[src/rtl/imul_pkg.sv]
package imul_pkg;
  typedef enum logic [1:0] {
    ST_IDLE = 2'd0,
    ST_ITER = 2'd1,
    ST_LO   = 2'd2,
    ST_HI   = 2'd3
  } mul_state_e;
endpackage

[src/rtl/imul_short_detect.sv]
// Selects the current multiplier slice and decides whether it is the last one.
module imul_short_detect #(
  parameter int SW = 12,
  parameter int NS = 3,
  parameter int BW = 36,
  parameter int IW = 2
) (
  input  logic [BW-1:0] b_ext_i,
  input  logic [IW-1:0] idx_i,
  output logic          last_o,
  output logic [SW:0]   digit_o
);
  logic signed [BW-1:0] rest;
  logic        [BW-1:0] shifted;
  logic                 ext;

  always_comb begin
    ext     = b_ext_i[BW-1];
    rest    = $signed(b_ext_i) >>> (SW * (int'(idx_i) + 1));
    shifted = b_ext_i >> (SW * int'(idx_i));
    last_o  = (rest == {BW{ext}}) || (int'(idx_i) == NS - 1);
    // the terminating slice carries the extension bit as its sign
    digit_o = {last_o ? ext : 1'b0, shifted[SW-1:0]};
  end
endmodule

[src/rtl/imul_csa_step.sv]
// One array cycle: partial product for a signed digit, folded in by 3:2 compression.
module imul_csa_step #(
  parameter int PW = 64,
  parameter int SW = 12,
  parameter int IW = 2
) (
  input  logic [PW-1:0] a_ext_i,
  input  logic [SW:0]   digit_i,
  input  logic [IW-1:0] idx_i,
  input  logic [PW-1:0] sum_i,
  input  logic [PW-1:0] car_i,
  output logic [PW-1:0] sum_o,
  output logic [PW-1:0] car_o
);
  logic [PW-1:0] dig_ext, pp, maj;

  always_comb begin
    dig_ext = {{(PW-SW-1){digit_i[SW]}}, digit_i};
    pp      = (a_ext_i * dig_ext) << (SW * int'(idx_i));
  end

  for (genvar k = 0; k < PW; k++) begin : g_fa
    assign sum_o[k] = sum_i[k] ^ car_i[k] ^ pp[k];
    assign maj[k]   = (sum_i[k] & car_i[k]) | (sum_i[k] & pp[k]) | (car_i[k] & pp[k]);
  end

  assign car_o = {maj[PW-2:0], 1'b0};
endmodule

[src/rtl/imul_half_add.sv]
// Resolving adder, one result half per cycle.
module imul_half_add #(
  parameter int HW = 32
) (
  input  logic [HW-1:0] a_i,
  input  logic [HW-1:0] b_i,
  input  logic          cin_i,
  output logic [HW-1:0] sum_o,
  output logic          cout_o
);
  assign {cout_o, sum_o} = {1'b0, a_i} + {1'b0, b_i} + {{HW{1'b0}}, cin_i};
endmodule

[src/rtl/imul_early_out.sv]
module imul_early_out
  import imul_pkg::*;
#(
  parameter int DW = 32,
  parameter int SW = 12
) (
  input  logic            clk,
  input  logic            rst,
  input  logic            start_i,
  input  logic            signed_i,
  input  logic            long_i,
  input  logic            acc_en_i,
  input  logic [DW-1:0]   op_a_i,
  input  logic [DW-1:0]   op_b_i,
  input  logic [2*DW-1:0] acc_i,
  output logic            busy_o,
  output logic            done_o,
  output logic [2*DW-1:0] result_o
);
  localparam int NS = (DW + SW - 1) / SW;
  localparam int BW = NS * SW;
  localparam int PW = 2 * DW;
  localparam int IW = $clog2(NS + 1);

  mul_state_e    state_q;
  logic [PW-1:0] a_q, sum_q, car_q, sum_n, car_n, res_q;
  logic [BW-1:0] b_q;
  logic [IW-1:0] idx_q;
  logic          long_q, cy_q, busy_q, done_q;
  logic          last_w;
  logic [SW:0]   digit_w;
  logic [DW-1:0] add_a, add_b, add_s;
  logic          add_cin, add_co;

  imul_short_detect #(.SW(SW), .NS(NS), .BW(BW), .IW(IW)) u_det (
    .b_ext_i(b_q), .idx_i(idx_q), .last_o(last_w), .digit_o(digit_w)
  );

  imul_csa_step #(.PW(PW), .SW(SW), .IW(IW)) u_csa (
    .a_ext_i(a_q), .digit_i(digit_w), .idx_i(idx_q),
    .sum_i(sum_q), .car_i(car_q), .sum_o(sum_n), .car_o(car_n)
  );

  always_comb begin
    if (state_q == ST_HI) begin
      add_a   = sum_q[PW-1:DW];
      add_b   = car_q[PW-1:DW];
      add_cin = cy_q;
    end else begin
      add_a   = sum_q[DW-1:0];
      add_b   = car_q[DW-1:0];
      add_cin = 1'b0;
    end
  end

  imul_half_add #(.HW(DW)) u_add (
    .a_i(add_a), .b_i(add_b), .cin_i(add_cin), .sum_o(add_s), .cout_o(add_co)
  );

  always_ff @(posedge clk) begin
    if (rst) begin
      state_q <= ST_IDLE;
      a_q     <= '0;
      b_q     <= '0;
      sum_q   <= '0;
      car_q   <= '0;
      idx_q   <= '0;
      long_q  <= 1'b0;
      cy_q    <= 1'b0;
      busy_q  <= 1'b0;
      done_q  <= 1'b0;
      res_q   <= '0;
    end else begin
      done_q <= 1'b0;
      unique case (state_q)
        ST_IDLE: begin
          if (start_i) begin
            a_q    <= signed_i ? {{DW{op_a_i[DW-1]}}, op_a_i} : {{DW{1'b0}}, op_a_i};
            b_q    <= signed_i ? {{(BW-DW){op_b_i[DW-1]}}, op_b_i}
                               : {{(BW-DW){1'b0}}, op_b_i};
            // accumulator enters the array as the initial partial sum
            if (!acc_en_i)    sum_q <= '0;
            else if (long_i)  sum_q <= acc_i;
            else              sum_q <= {{DW{1'b0}}, acc_i[DW-1:0]};
            car_q   <= '0;
            idx_q   <= '0;
            long_q  <= long_i;
            busy_q  <= 1'b1;
            state_q <= ST_ITER;
          end
        end
        ST_ITER: begin
          sum_q <= sum_n;
          car_q <= car_n;
          if (last_w) state_q <= ST_LO;
          else        idx_q   <= idx_q + 1'b1;
        end
        ST_LO: begin
          res_q[DW-1:0] <= add_s;
          cy_q          <= add_co;
          if (long_q) begin
            state_q <= ST_HI;
          end else begin
            res_q[PW-1:DW] <= '0;
            done_q  <= 1'b1;
            busy_q  <= 1'b0;
            state_q <= ST_IDLE;
          end
        end
        ST_HI: begin
          res_q[PW-1:DW] <= add_s;
          done_q  <= 1'b1;
          busy_q  <= 1'b0;
          state_q <= ST_IDLE;
        end
        default: state_q <= ST_IDLE;
      endcase
    end
  end

  assign busy_o   = busy_q;
  assign done_o   = done_q;
  assign result_o = res_q;

  // latency monitor for the checks below
  logic [3:0] lat_q;
  always_ff @(posedge clk) begin
    if (rst)                     lat_q <= '0;
    else if (start_i && !busy_q) lat_q <= '0;
    else if (busy_q)             lat_q <= lat_q + 1'b1;
  end


  latency_range_chk: assert property (@(posedge clk) disable iff (rst)
    done_o |-> (long_q ? (int'(lat_q) >= 3 && int'(lat_q) <= NS + 2)
                       : (int'(lat_q) >= 2 && int'(lat_q) <= NS + 1)))
    else $error("latency out of range");


  busy_done_excl_chk: assert property (@(posedge clk) disable iff (rst)
    !(busy_o && done_o)) else $error("busy and done together");


  done_after_busy_chk: assert property (@(posedge clk) disable iff (rst)
    done_o |-> $past(busy_o)) else $error("done without busy");


  done_pulse_chk: assert property (@(posedge clk) disable iff (rst)
    done_o |=> !done_o) else $error("done longer than one cycle");


  result_hold_chk: assert property (@(posedge clk) disable iff (rst)
    !busy_o |=> $stable(result_o)) else $error("result moved while idle");
endmodule

[config.mk]
export PLATFORM = sky130hd
export DESIGN_NAME = imul_early_out
export DESIGN_NICKNAME = d
export VERILOG_FILES = /design/src/rtl/imul_pkg.sv /design/src/rtl/imul_short_detect.sv /design/src/rtl/imul_csa_step.sv /design/src/rtl/imul_half_add.sv /design/src/rtl/imul_early_out.sv
export SDC_FILE = /design/constraint.sdc
export NUM_CORES = 2
export LEC_CHECK = 0
export BUFFER_PORTS_ARGS = -buffer_cell sky130_fd_sc_hd__buf_2
export CAP_MARGIN = 10
export CORE_MARGIN = 5
export CORE_UTILIZATION = 50
export CTS_CLUSTER_DIAMETER = 100
export DETAILED_ROUTE_END_ITERATION = 10
export GPL_TIMING_DRIVEN = 0
export PLACE_DENSITY = 0.72
export SETUP_SLACK_MARGIN = 0.1
export SKIP_CTS_REPAIR_TIMING = 1
export SLEW_MARGIN = 20
export SYNTH_ARGS = -nofsm -noshare
export SYNTH_HDL_FRONTEND = slang
export SYNTH_SLANG_ARGS = --single-unit
[constraint.sdc]
create_clock -name clk -period 31.7 [get_ports clk]
set_input_delay 7.925 -clock clk [delete_from_list [all_inputs] [get_ports clk]]
set_output_delay 7.925 -clock clk [all_outputs]
set_load 0.005 [all_outputs]
# [Word level (Yosys, flattened, before mapping)]
# Index checks and enable logic that the tools add are counted.
[op_classes] addsub=4 n_reduce_logical=11 eq_ne=9 multipliers=3 n_shift=3 muxes=26 bitwise=443
[ops] cell="64-bit 2-to-1 mux" n=5
[ops] cell="64-bit one-hot mux with 2 select lines" n=2
[ops] cell="1-bit bitwise AND" n=189
[ops] cell="1-bit bitwise XOR" n=128
[ops] cell="1-bit bitwise OR" n=126
[ops] cell="32-bit 2-to-1 mux" n=3
[ops] cell="64-bit by 13-bit multiplier with 64-bit output" n=1
[ops] cell="32-bit one-hot mux with 2 select lines" n=1
[ops] cell="64-bit by 32-bit << shifter with 64-bit output" n=1
[ops] cell="36-bit == test" n=1
[ops] cell="36-bit 2-to-1 mux" n=1
[ops] cell="36-bit by 32-bit right shift with 12-bit output" n=1
[ops] cell="36-bit by 32-bit >>> shifter with 36-bit output" n=1
[ops] cell="32-bit by 32-bit adder with 33-bit output" n=1
[ops] cell="33-bit by 1-bit adder with 33-bit output" n=1
[ops] cell="3-bit by 32-bit multiplier with 30-bit output, first input constant" n=1
[ops] cell="2-bit 2-to-1 mux" n=5
[ops] cell="2-bit inequality test, second input constant" n=4
[ops] cell="2-bit one-hot mux with 4 select lines" n=1
[ops] cell="2-bit AND reduction" n=4
[ops] cell="2-bit == test, second input constant" n=3
[ops] cell="3-bit AND reduction" n=2
[ops] cell="1-bit 2-to-1 mux" n=5
[ops] cell="2-bit by 2-bit multiplier with 4-bit output, first input constant" n=1
[ops] cell="other kinds (10)" n=11
[word_totals] register_bits=300 output_inout_bits=66 elab_cells=511

# [Logic depth before layout (Yosys ltp)]
[logic_depth] word_depth=12 depth_mapped=48

# [Modules after synthesis]
# A second synthesis with hierarchy kept.
[unflattened] hier_cells=5091 hier_area_um2=42022.8
[modules_own_cells] mod="imul_csa_step" seq_area_each_um2=0.0 instances=1 area_per_inst_um2=27457.6 cells_each=3187
[modules_own_cells] mod="imul_early_out" seq_area_each_um2=5325.1 instances=1 area_per_inst_um2=11172.0 cells_each=1471
[modules_own_cells] mod="imul_half_add" seq_area_each_um2=0.0 instances=1 area_per_inst_um2=1714.1 cells_each=237
[modules_own_cells] mod="imul_short_detect" seq_area_each_um2=0.0 instances=1 area_per_inst_um2=1679.1 cells_each=196

# [Least setup slack after synthesis]
# Ideal clock, no wire load.
[synth_timing] path_type="reg2reg" startpoint="reg idx_q[0]" endpoint="reg sum_q[61]" arrival_ns=11.245 setup_time_ns=0.132 required_ns=31.568 path_buffers=10 path_stages_with_launch=44 setup_slack_ns=20.323 cell_sequence="dfxtp_1 -> buf_2 -> buf_1 -> clkbuf_1 -> clkinv_1 -> buf_2 -> buf_1 -> clkbuf_1 -> ha_1 -> clkbuf_1 -> buf_2 -> buf_2 -> mux4_2 -> nor4_1 -> nand3_1 -> o21ai_0 -> a221oi_1 -> nand2b_1 -> (+8 left out) -> inv_1 -> fa_1 -> inv_1 -> ha_1 -> a21oi_1 -> o22ai_1 -> or4_1 -> o21ai_0 -> and3_1 -> a2111oi_2 -> o21a_1 -> or4b_1 -> a32oi_1 -> nor2_1 -> a211oi_1 -> fa_1 -> nand2_1 -> a31oi_1"
[synth_via] elab_chain_len=10
[synth_rtl] element="start: declaration" line_no="imul_early_out.sv:28" text="logic [IW-1:0] idx_q;"
[synth_rtl] element="start signal: assignment" line_no="imul_early_out.sv:96" text="else idx_q <= idx_q + 1'b1;"
[synth_rtl] element="2-bit by 1-bit adder with 3-bit output" line_no="imul_short_detect.sv:19" text="rest = $signed(b_ext_i) >>> (SW * (int'(idx_i) + 1));"
[synth_rtl] element="3-bit by 32-bit multiplier with 30-bit output" line_no="imul_short_detect.sv:19"
[synth_rtl] element="36-bit by 32-bit >>> shifter with 36-bit output" line_no="imul_short_detect.sv:19"
[synth_rtl] element="36-bit == test" line_no="imul_short_detect.sv:21" text="last_o = (rest == {BW{ext}}) || (int'(idx_i) == NS - 1);"
[synth_rtl] element="1-bit logical OR" line_no="imul_short_detect.sv:21"
[synth_rtl] element="1-bit 2-to-1 mux" line_no="imul_short_detect.sv:23" text="digit_o = {last_o ? ext : 1'b0, shifted[SW-1:0]};"
[synth_rtl] element="64-bit by 13-bit multiplier with 64-bit output" line_no="imul_csa_step.sv:19" text="pp = (a_ext_i * dig_ext) << (SW * int'(idx_i));"
[synth_rtl] element="64-bit by 32-bit << shifter with 64-bit output *" line_no="imul_csa_step.sv:19"
[synth_rtl] element="1-bit bitwise XOR *" line_no="imul_csa_step.sv:23" text="assign sum_o[k] = sum_i[k] ^ car_i[k] ^ pp[k];"
[synth_rtl] element="64-bit one-hot mux with 2 select lines *" line_no="imul_early_out.sv:75" text="unique case (state_q)"
[synth_rtl] element="end signal: assignment" line_no="imul_early_out.sv:83" text="else if (long_i) sum_q <= acc_i;"
[synth_rtl] element="end signal: assignment" line_no="imul_early_out.sv:84" text="else sum_q <= {{DW{1'b0}}, acc_i[DW-1:0]};"
[synth_rtl] element="end signal: assignment" line_no="imul_early_out.sv:93" text="sum_q <= sum_n;"
[synth_rtl] element="end: declaration" line_no="imul_early_out.sv:26" text="logic [PW-1:0] a_q, sum_q, car_q, sum_n, car_n, res_q;"
# Mark *: on every way between the ends. The rest lies on a longest branch, timed or not.
# A chain may end at the register's enable or synchronous reset.

# [Worst setup path after layout]
# Same ends and word-level chain as after synthesis.

==> impl_results.md <==
* Layout cells sized above 1 at between 7 and 8%
* GRT met1 Usage at about 45%
* Commonest non-fill, non-tap cell in the layout: nand2_1
* Max Fanout on Critical Path at 12
* Clk slew on worst S/H paths at ~60 ps
* Yosys Warn Count at 0
* Die height at between 200 and 300 microns
* CP delay by family, top: buffers and inverters
* Register area at 0.00531 sq mm
* Min-delay src: result_o[23]
* Worst-path cell with the longest stage delay: a221oi_1
* Final setup TNS at 0 ps
* Dpl cell area at 0.0343 sq mm
* Mean number of vias per cell at roughly 5.9
* Run status: finished, final reports clean
* Leak Pwr at between 0.015 and 0.02 uW
* # rows at 93
* Clock Sinks at about 270
* Largest net degree at the start of global routing at 13
* Die area at 0.0695 sq mm
* Clk buf depth at 3
* Port Buffers at between 150 and 200
* VDD IR max at 0.0518 mV
* Final worst-path cycle share at 48.8%
* Crit. End Element: register
* CP max stage delay at just under 800 ps
* Endpoints failing hold at 0
* Iteration-0 DRC Markers at 3,055
* Top FF cell, synth: dfxtp_1
* Final Non-Filler Cells at 5,056
* Reg-to-Reg Start: idx_q[0]
* DR WL/cell at between 20 and 25 microns
* First-pass GRT wire length at about 170,000 microns
* Hold Crit Class: reg -> reg
* Dpl cells at about 5,000
* Vias post-DR at 29,800
* Total CTS buffers at 34
* DR DRC count at 0
* Vias in the first global route at slightly below 30,000
* Max-slew violation count at 0
* CTS tree: done
* Io pins at 200
* Critical path required time at around 32,000 ps
* Placeable Area at 0.0641 sq mm
* Relative slew slack at between 20% and 30%
* Fmax at 0.0647 GHz
* RSZ-0062 raised after global routing: no
* Post-synth EDFFs at 0
* Mapped Cells at between 3,000 and 4,000
* Antenna violations before repair at 7
* Max_cap viols at 0
* Pwr Density at ~37 mW/mm^2
* CTS Root Cell: clkbuf_16
* Synth Cell Area at around 0.032 sq mm
* GRT busiest layer: met2
* Final Cell Area at 0.0354 sq mm
* Avg Cell Area, Syn at a little over 8 sq um
* Total track usage at 31.3%
* Kind of start point of the critical path: register
* Nets at a little under 5,000
* Setup CP Type: reg -> reg
* Initial Utilization at about half
* Fill count at between 5,000 and 6,000
* DP Wirelength at between 80,000 and 90,000 microns
* Asr flop ratio synth at 0%
* Worst slew pin tran at between 1000 and 1500 ps
* Met2 Use GR at a little under half
* CP startpoint: idx_q[0]
* Library cells used by synthesis at between 70 and 80
* Synthesized Nets at between 4,000 and 5,000
* WL final at ~110,000 microns
* Die X at about 260 microns
* Crit path DAT at between 15,000 and 20,000 ps
* Skew-Pair Late Insertion Delay at about 590 ps
* GP Congestion at 1.03
* Most frequent cells in the layout: nand2_1 (750), fa_1 (457), inv_1 (454)
* #FFs+latches synth at approximately 270
* M3 GR Usage at roughly 7%
* Buffer and inverter count on the worst path at 15
* H-tree level count at 2
* Register area share after synthesis at about 16%
* Multi-input logic area at about 0.024 sq mm
* Final setup violation count at 0
* Layout area overhead at 10.2%
* Global-route congestion overflow total at 0
* ANT nets after route at 0
* Fin crit period at 15,470 ps
* First drt pass iteration count at 6
* Final Skew at approximately 41 ps
[cell families (layout without fill, tap and decap cells)]
logic type | after synthesis | after routing | share of synthesized area, %
xor gates and xnor gates | 69 | 69 | 1.88
buffers and inverters | 728 | 985 | 8.53
other | 0 | 6 | 0
and+or+nand+nor | 1447 | 1447 | 20.1
adders and majority gates | 612 | 612 | 34.5
muxes | 85 | 85 | 3.81
AOI/OAI and AO/OA | 732 | 732 | 14.7
DFF | 265 | 265 | 16.5
[routing by layer]
| layer | wire (microns) | vias up |
|---|---|---|
| met3 | 12600 | 256 |
| met4 | 4540 | 2 |
| li1 | - | 13300 |
| met5 | 16 | - |
| met1 | 45600 | 14600 |
| met2 | 48400 | 1601 |
[registers in the layout, indices dropped and copies added, names as in the netlist]
name,count
result_o,64
sum_q,64
car_q,63
a_q,33
b_q,33
idx_q,2
state_q,2
busy_o,1
cy_q,1
done_o,1
long_q,1
[final timing paths]
check            endpoint  slack (ps)  cells after the start
max             sum_q[61]       16230                     45
min reg2reg  result_o[23]         450                      2
min          result_o[23]         450                      2
max reg2reg     sum_q[61]       16230                     45
[metrics by stage]
step	utilization [%]	worst slack, ps	power (uW)	hold WS, ps
after CTS	55.2	16700	1320	452
after global routing	55.3	15540	1390	481
after floorplan	-	20320	717	445
after global placement	53.4	16800	900	442
after detailed placement	53.5	16750	904	444
final	55.3	16230	1330	451
[synth_stat cells, types with 16 or more instances]
| master | count | area (sq um) |
|---|---|---|
| nor3_1 | 23 | 115 |
| a21o_1 | 44 | 330 |
| nand4_1 | 16 | 100 |
| a22o_1 | 27 | 236 |
| inv_1 | 454 | 1700 |
| ha_1 | 155 | 1940 |
| a21oi_1 | 238 | 1190 |
| a31oi_1 | 72 | 450 |
| o21ai_0 | 116 | 581 |
| a311oi_1 | 36 | 315 |
| a211oi_1 | 41 | 308 |
| nand3_1 | 113 | 566 |
| clkbuf_1 | 237 | 890 |
| buf_1 | 26 | 97.6 |
| dfxtp_1 | 265 | 5310 |
| xnor2_1 | 38 | 333 |
| mux2i_1 | 47 | 470 |
| fa_1 | 457 | 9150 |
| nor2b_1 | 16 | 100 |
| nand2b_1 | 21 | 131 |
| nand2_1 | 750 | 2820 |
| and2_1 | 211 | 1320 |
| mux4_2 | 29 | 653 |
| nor2_1 | 232 | 871 |
| o211ai_1 | 21 | 158 |
| o22ai_1 | 20 | 125 |
| xor2_1 | 31 | 272 |
[power breakdown]
group	leakage, uW	switching (uW)	total (uW)	internal, uW
clock	0.000559	173	411	238
combinational	0.0126	369	543	174
sequential	0.00215	22.1	375	353
[cell type report]
cell class              instances  share of cell area, %
multi-input cells            2945                   68.2
clock inverters                13                  0.565
inverters                     456                   4.83
repair buffers                197                   2.78
clock buffers                  47                   2.68
plain buffers                 272                   2.92
flip-flops and latches        265                   15.0
well taps                     855                   3.02
diodes                          6                 0.0424
[worst min-delay path, stage by stage (launching register included)]
cell     delay, ps
dfxtp_1        300
nand2_1         50
a21oi_1         50
Note: power is estimated with default switching activity, not from simulation.
